## config.mk

```make
export PLATFORM = sky130hd
export DESIGN_NAME = adt_decay_tuner
export DESIGN_NICKNAME = d
export VERILOG_FILES = /design/src/rtl/adt_pkg.sv /design/src/rtl/adt_wake_latch.sv /design/src/rtl/adt_drive_monitor.sv /design/src/rtl/adt_share_step.sv /design/src/rtl/adt_decay_tuner.sv
export SDC_FILE = /design/constraint.sdc
export NUM_CORES = 1
export LEC_CHECK = 0
export BUFFER_PORTS_ARGS = -buffer_cell sky130_fd_sc_hd__buf_2
export CAP_MARGIN = 20
export CORE_MARGIN = 2
export CORE_UTILIZATION = 38
export DETAILED_ROUTE_END_ITERATION = 12
export PLACE_DENSITY_LB_ADDON = 0.05
export SLEW_MARGIN = 25
export SYNTH_ARGS = -nofsm -noshare
export SYNTH_HDL_FRONTEND = slang
export SYNTH_HIERARCHICAL = 1
export SYNTH_SLANG_ARGS = --single-unit
```

## constraint.sdc

```tcl
create_clock -name clk -period 2.35 [get_ports clk]
set_input_delay 0.235 -clock clk [delete_from_list [all_inputs] [get_ports clk]]
set_output_delay 0.235 -clock clk [all_outputs]
set_load 0.05 [all_outputs]
```

## src/rtl/adt_pkg.sv

```systemverilog
package adt_pkg;
    localparam int SHARE_W = 4;
    typedef logic [SHARE_W-1:0] share_t;
    localparam share_t SHARE_MAX = share_t'((1 << SHARE_W) - 1);
    localparam share_t SHARE_MID = share_t'(1 << (SHARE_W - 1));
    localparam share_t SHARE_MIN = '0;

    typedef enum logic [1:0] {
        SEL_SLOW  = 2'b00,
        SEL_FAST  = 2'b01,
        SEL_MIXED = 2'b10,
        SEL_RSVD  = 2'b11
    } fixed_sel_e;

    typedef struct packed {
        logic awake;
        logic tune;
    } wake_st_t;
endpackage

```

## src/rtl/adt_wake_latch.sv

```systemverilog
module adt_wake_latch
    import adt_pkg::*;
(
    input  logic clk,
    input  logic rst_n,
    input  logic sleep_n,
    input  logic tune_pin,
    output logic awake,
    output logic tune_on,
    output logic wake_now
);
    wake_st_t st_q, st_d;

    always_comb begin
        st_d = st_q;
        if (!sleep_n) begin
            st_d.awake = 1'b0;
        end else if (!st_q.awake) begin
            st_d.awake = 1'b1;
            st_d.tune  = tune_pin;
        end
    end

    always_ff @(posedge clk or negedge rst_n) begin
        if (!rst_n) st_q <= '0;
        else        st_q <= st_d;
    end

    assign awake    = st_q.awake;
    assign tune_on  = st_q.awake & st_q.tune;
    assign wake_now = sleep_n & ~st_q.awake;

    AST_TUNE_HELD_AWAKE: assert property (@(posedge clk) disable iff (!rst_n)
        (st_q.awake && sleep_n) |=> $stable(st_q.tune));
    AST_SLEEP_DROPS: assert property (@(posedge clk) disable iff (!rst_n)
        !sleep_n |=> !tune_on);
endmodule

```

## src/rtl/adt_drive_monitor.sv

```systemverilog
module adt_drive_monitor #(
    parameter int CNT_W = 8
) (
    input  logic             clk,
    input  logic             rst_n,
    input  logic             clear,
    input  logic             pwm_start,
    input  logic             trip,
    input  logic             overshoot,
    input  logic [CNT_W-1:0] long_thresh,
    output logic             cycle_end,
    output logic             ov_seen,
    output logic             long_seen
);
    localparam logic [CNT_W-1:0] CNT_MAX = {CNT_W{1'b1}};
    localparam logic [CNT_W-1:0] CNT_ONE = CNT_W'(1);

    typedef struct packed {
        logic             started;
        logic             driving;
        logic             ov;
        logic             lng;
        logic [CNT_W-1:0] cnt;
    } mon_st_t;

    mon_st_t st_q, st_d;
    logic    over_now;

    always_comb begin
        over_now  = st_q.driving && (st_q.cnt > long_thresh);
        ov_seen   = st_q.ov | overshoot;
        long_seen = st_q.lng | over_now;
        cycle_end = pwm_start & st_q.started;

        st_d = st_q;
        if (clear) begin
            st_d = '0;
        end else if (pwm_start) begin
            st_d.started = 1'b1;
            st_d.driving = 1'b1;
            st_d.cnt     = CNT_ONE;
            st_d.ov      = 1'b0;
            st_d.lng     = 1'b0;
        end else begin
            if (over_now)  st_d.lng = 1'b1;
            if (overshoot) st_d.ov  = 1'b1;
            if (st_q.driving) begin
                if (trip)                    st_d.driving = 1'b0;
                else if (st_q.cnt != CNT_MAX) st_d.cnt    = st_q.cnt + CNT_ONE;
            end
        end
    end

    always_ff @(posedge clk or negedge rst_n) begin
        if (!rst_n) st_q <= '0;
        else        st_q <= st_d;
    end

    AST_TRIP_ENDS_DRIVE: assert property (@(posedge clk) disable iff (!rst_n)
        (st_q.driving && trip && !pwm_start && !clear) |=> !st_q.driving);
    AST_LONG_STICKY: assert property (@(posedge clk) disable iff (!rst_n)
        (st_q.lng && !pwm_start && !clear) |=> st_q.lng);
    AST_NO_END_BEFORE_START: assert property (@(posedge clk) disable iff (!rst_n)
        clear |=> !cycle_end || !pwm_start || $past(pwm_start) == 1'b0);
endmodule

```

## src/rtl/adt_share_step.sv

```systemverilog
module adt_share_step
    import adt_pkg::*;
(
    input  logic   clk,
    input  logic   rst_n,
    input  logic   load_mid,
    input  logic   step_en,
    input  logic   ov,
    input  logic   lng,
    output share_t share
);
    share_t share_q, share_d;

    always_comb begin
        share_d = share_q;
        if (load_mid) begin
            share_d = SHARE_MID;
        end else if (step_en) begin
            if (ov) begin
                if (share_q != SHARE_MAX) share_d = share_q + share_t'(1);
            end else if (lng) begin
                if (share_q != SHARE_MIN) share_d = share_q - share_t'(1);
            end
        end
    end

    always_ff @(posedge clk or negedge rst_n) begin
        if (!rst_n) share_q <= SHARE_MID;
        else        share_q <= share_d;
    end

    assign share = share_q;

    AST_STEP_UP: assert property (@(posedge clk) disable iff (!rst_n)
        (!load_mid && step_en && ov && share_q != SHARE_MAX) |=> share_q == share_t'($past(share_q) + share_t'(1)));
    AST_STEP_DOWN: assert property (@(posedge clk) disable iff (!rst_n)
        (!load_mid && step_en && !ov && lng && share_q != SHARE_MIN) |=> share_q == share_t'($past(share_q) - share_t'(1)));
    AST_OV_WINS: assert property (@(posedge clk) disable iff (!rst_n)
        (!load_mid && step_en && ov && lng) |=> share_q >= $past(share_q));
    AST_SAT_TOP: assert property (@(posedge clk) disable iff (!rst_n)
        (!load_mid && step_en && ov && share_q == SHARE_MAX) |=> share_q == SHARE_MAX);
    AST_SAT_BOTTOM: assert property (@(posedge clk) disable iff (!rst_n)
        (!load_mid && step_en && !ov && lng && share_q == SHARE_MIN) |=> share_q == SHARE_MIN);
    AST_HOLD_OFF_BOUNDARY: assert property (@(posedge clk) disable iff (!rst_n)
        (!load_mid && !step_en) |=> $stable(share_q));
    AST_WAKE_MID: assert property (@(posedge clk) disable iff (!rst_n)
        load_mid |=> share_q == SHARE_MID);
endmodule

```

## src/rtl/adt_decay_tuner.sv

```systemverilog
module adt_decay_tuner
    import adt_pkg::*;
#(
    parameter int CNT_W     = 8,
    parameter int MIX_SHARE = 5
) (
    input  logic             clk,
    input  logic             rst_n,
    input  logic             sleep_n,
    input  logic             tune_pin,
    input  logic [1:0]       fixed_sel,
    input  logic             pwm_start,
    input  logic             trip,
    input  logic             overshoot,
    input  logic [CNT_W-1:0] long_thresh,
    output logic [3:0]       fast_share,
    output logic             tune_active
);
    localparam share_t MIX_VAL = share_t'(MIX_SHARE);

    logic   awake, tune_on, wake_now;
    logic   cycle_end, ov_seen, long_seen, step_en;
    share_t tuned_share, fixed_share;

    adt_wake_latch u_wake (
        .clk      (clk),
        .rst_n    (rst_n),
        .sleep_n  (sleep_n),
        .tune_pin (tune_pin),
        .awake    (awake),
        .tune_on  (tune_on),
        .wake_now (wake_now)
    );

    adt_drive_monitor #(.CNT_W(CNT_W)) u_mon (
        .clk         (clk),
        .rst_n       (rst_n),
        .clear       (~awake),
        .pwm_start   (pwm_start),
        .trip        (trip),
        .overshoot   (overshoot),
        .long_thresh (long_thresh),
        .cycle_end   (cycle_end),
        .ov_seen     (ov_seen),
        .long_seen   (long_seen)
    );

    assign step_en = cycle_end & tune_on;

    adt_share_step u_step (
        .clk      (clk),
        .rst_n    (rst_n),
        .load_mid (wake_now),
        .step_en  (step_en),
        .ov       (ov_seen),
        .lng      (long_seen),
        .share    (tuned_share)
    );

    always_comb begin
        case (fixed_sel_e'(fixed_sel))
            SEL_FAST:  fixed_share = SHARE_MAX;
            SEL_MIXED: fixed_share = MIX_VAL;
            default:   fixed_share = SHARE_MIN;
        endcase
        if (!awake)       fast_share = SHARE_MIN;
        else if (tune_on) fast_share = tuned_share;
        else              fast_share = fixed_share;
    end

    assign tune_active = tune_on;

    AST_FIXED_IGNORED: assert property (@(posedge clk) disable iff (!rst_n)
        tune_active |-> fast_share == tuned_share);
    AST_ASLEEP_SLOW: assert property (@(posedge clk) disable iff (!rst_n)
        !awake |-> (fast_share == SHARE_MIN && !tune_active));
endmodule

```

==> impl_metrics.json <==
{
  "rr_worst_depth": 10,
  "status": "complete, no violations",
  "cp_slowest_stage_delay_ns": 0.40,
  "antenna_found_initial": 0,
  "rows": 21,
  "critPathKind": "reg2reg",
  "hold_start": "sleep_n",
  "antenna_left": 0,
  "ys_warn_count": 6,
  "powerDensity_nw_per_um2": 435.1,
  "cp_max_fo": 5,
  "ys_ff_latch": 18,
  "critPathCaptureType": "flip-flop",
  "drtIter0Drc": 33,
  "fmax_ghz": 0.4653,
  "cts.sinks": 18,
  "grt_pass1_wl_um": 4912,
  "required_ns": 2.58,
  "irDropWorstVdd_mv": 0.2096,
  "power.total_mw": 0.6690,
  "grt_overflow_total": 0,
  "drt_wl_total_um": 2720,
  "holdPathEnd": "u_wake/awake",
  "post_dp_cell_area_um2": 1476,
  "grt_pass1_vias": 1085,
  "root_buffer": "clkbuf_4",
  "gp_congestion": 0.8067,
  "nNetsFinal": 199,
  "ys_seq_area_share_pct": 35.19,
  "reg2reg_setup_slack_ns": 0.20,
  "hold_path_class": "in2reg",
  "clock_latency_ns": 0.30,
  "critPathArrivalTime_ns": 2.38,
  "synth_nets": 168,
  "die_h_um": 62.12,
  "min_delay_path_depth": 1,
  "grt_max_degree": 19,
  "synth.distinct_cells": 43,
  "synth-async-reset-ratio_pct": 100.0,
  "startpoint": "u_mon/st_q[5]",
  "clk_path_buf_depth": 2,
  "rr_startpoint": "u_mon/st_q[5]",
  "syn2layout_area_growth_pct": 19.79,
  "finClkSkew_ns": 0.005479,
  "maxCapViolations": 0,
  "die_area_um2": 3859,
  "postSynthAreaPerCell_um2": 9.302,
  "hpwl_um": 2108,
  "r2r-end": "u_step/share[3]",
  "port_buffers": 21,
  "gr-usage-all-layers_pct": 15.74,
  "cp_slowest_cell": "dfrtp_1",
  "drive_gt1_share_pct": 27.38,
  "ctsHtreeMaxLevel": 1,
  "cp-start-kind": "flip-flop",
  "vias": 1086,
  "max_slew_margin_pct": 66.10,
  "path_clk_slew_ns": 0.12,
  "n_antenna_cell": 0,
  "tightestPinTransition_ns": 0.5066,
  "leakagePower_nw": 0.7398,
  "fin_setup_tns_ns": 0,
  "synth-edff-count": 0,
  "cts_tree": "done",
  "rsz0062_at_grt": "no",
  "setup_violations": 0,
  "drc": 0,
  "cp_cell_sequence": "ha_1, a21oi_1, nor2_1, a2111oi_2, buf_4, a21oi_1, o41a_1, o221ai_4, o21ba_1, mux2i_1",
  "post-route-period-util_pct": 91.45,
  "drv_slew": 0,
  "synth-main-ff-cell": "dfrtp_1",
  "cts_buffers": 3,
  "timing.final.hold_violations": 0,
  "first_pass_iters": 5,
  "fin_area_um2": 1538,
  "critPathMostFrequentCell": "a21oi_1",
  "syn_area_um2": 1284,
  "start_util_pct": 39.09,
  "io_pins": 22,
  "period_needed_ns": 2.149,
  "die_w_um": 62.12,
  "final_core_util_pct": 46.82,
  "syn-instance-count": 138,
  "core_area_um2": 3284,
  "detail_route.wl_per_cell_um": 12.71,
  "drt-vias-per-instance": 5.075
}
-- layout make-up --
| class | instances | area (um^2) |
|---|---|---|
| sequential | 18 | 452.9 |
| inverter | 14 | 52.55 |
| clock buffer | 4 | 36.28 |
| timing repair buffer | 28 | 160.2 |
| fill | 342 | 1747 |
| tap | 46 | 57.56 |
| multi-input combinational | 104 | 778.2 |
-- layout by cell type, fill, tap and decap left out, drive strengths merged, types with 5 or more instances in the layout --
| master | synthesis | routed |
|---|---|---|
| inv | 14 | 14 |
| dfrtp | 17 | 17 |
| and2 | 5 | 5 |
| o21ai | 5 | 5 |
| buf | 0 | 27 |
| nor2 | 11 | 11 |
| nand2 | 11 | 11 |
| ha | 12 | 12 |
| a21oi | 11 | 11 |
-- cell families (layout without fill, tap and decap cells) --
family | after synthesis | after routing | synth area share (%)
buf+inv | 16 | 46 | 4.679
flops | 18 | 18 | 35.19
xor+xnor | 4 | 4 | 2.730
mux | 4 | 4 | 3.509
simple gates | 55 | 55 | 25.15
compound gates | 28 | 28 | 15.50
fa+ha+maj | 13 | 13 | 13.26
-- worst max path at each step --
stage               cells past startpoint  slack (ns)         endpoint
global route                            9        0.02  u_step/share[1]
floorplan                               9        0.17  u_step/share[3]
global placement                       10        0.17  u_step/share[3]
detailed placement                     10        0.10  u_step/share[3]
CTS                                    10        0.07  u_step/share[3]
finish                                 10        0.20  u_step/share[3]
-- routing by layer --
metal	track usage [%]	up-vias	wire [um]
met2	25.00	13	1223
met3	2.174	4	73
met1	21.67	521	1389
met4	6.389	0	34
li1	-	548	-
met5	0	-	0
-- state kept, by name, indices dropped and copies added (netlist names) --
signal and flops:
u_step/share 4, u_wake/st_q 1, u_mon/st_q 12, u_wake/awake 1
-- repair_timing --
action | CTS | global route
hold endpoints to repair | 17 | 0
setup endpoints to repair | 0 | 4
hold buffers | 1 | 0
buffers inserted | 0 | 1
gates resized for setup | 0 | 3
-- power by group --
| group | internal [mW] | switching (mW) | total, mW |
|---|---|---|---|
| clock network | 0.0944 | 0.106 | 0.200 |
| logic | 0.0516 | 0.0843 | 0.136 |
| registers | 0.322 | 0.0111 | 0.333 |
-- worst max-delay path, delay by kind of cell, from the launching register on --
family	cells	cell delay (ns)
AOI/OAI and AO/OA	6	1.02
DFF	1	0.40
adders and majority gates	1	0.29
buffers and inverters	1	0.17
muxes	1	0.14
and+or+nand+nor	1	0.06
-- synthesized netlist by cell type (2+ instances only) --
master / n / share of area (%)
dfrtp_1: 17 / 33
inv_1: 14 / 4.1
ha_1: 12 / 12
a21oi_1: 11 / 4.3
nand2_1: 11 / 3.2
nor2_1: 11 / 3.2
a31oi_1: 3 / 1.5
and2_1: 3 / 1.5
mux2i_1: 3 / 2.3
nand3_1: 3 / 1.2
nand4_1: 3 / 1.5
nor2b_1: 3 / 1.5
nor3_1: 3 / 1.2
o21ai_0: 3 / 1.2
xnor2_1: 3 / 2.0
and2_2: 2 / 1.2
and3_1: 2 / 0.97
clkbuf_1: 2 / 0.59
nand4b_1: 2 / 1.4
o211ai_1: 2 / 1.2
or2_1: 2 / 0.97
or2_2: 2 / 0.97
-- per-stage QoR --
stage,hold WS [ns],instances,worst slack (ns)
5_1_grt,0.03338,214,0.02031
3_3_place_gp,0.1963,208,0.1672
6_report,0.05778,214,0.2010
4_1_cts,0.04096,213,0.06554
2_1_floorplan,-0.06059,138,0.1736
3_5_place_dp,0.2069,208,0.1008
(Power assumes the default switching activity.)
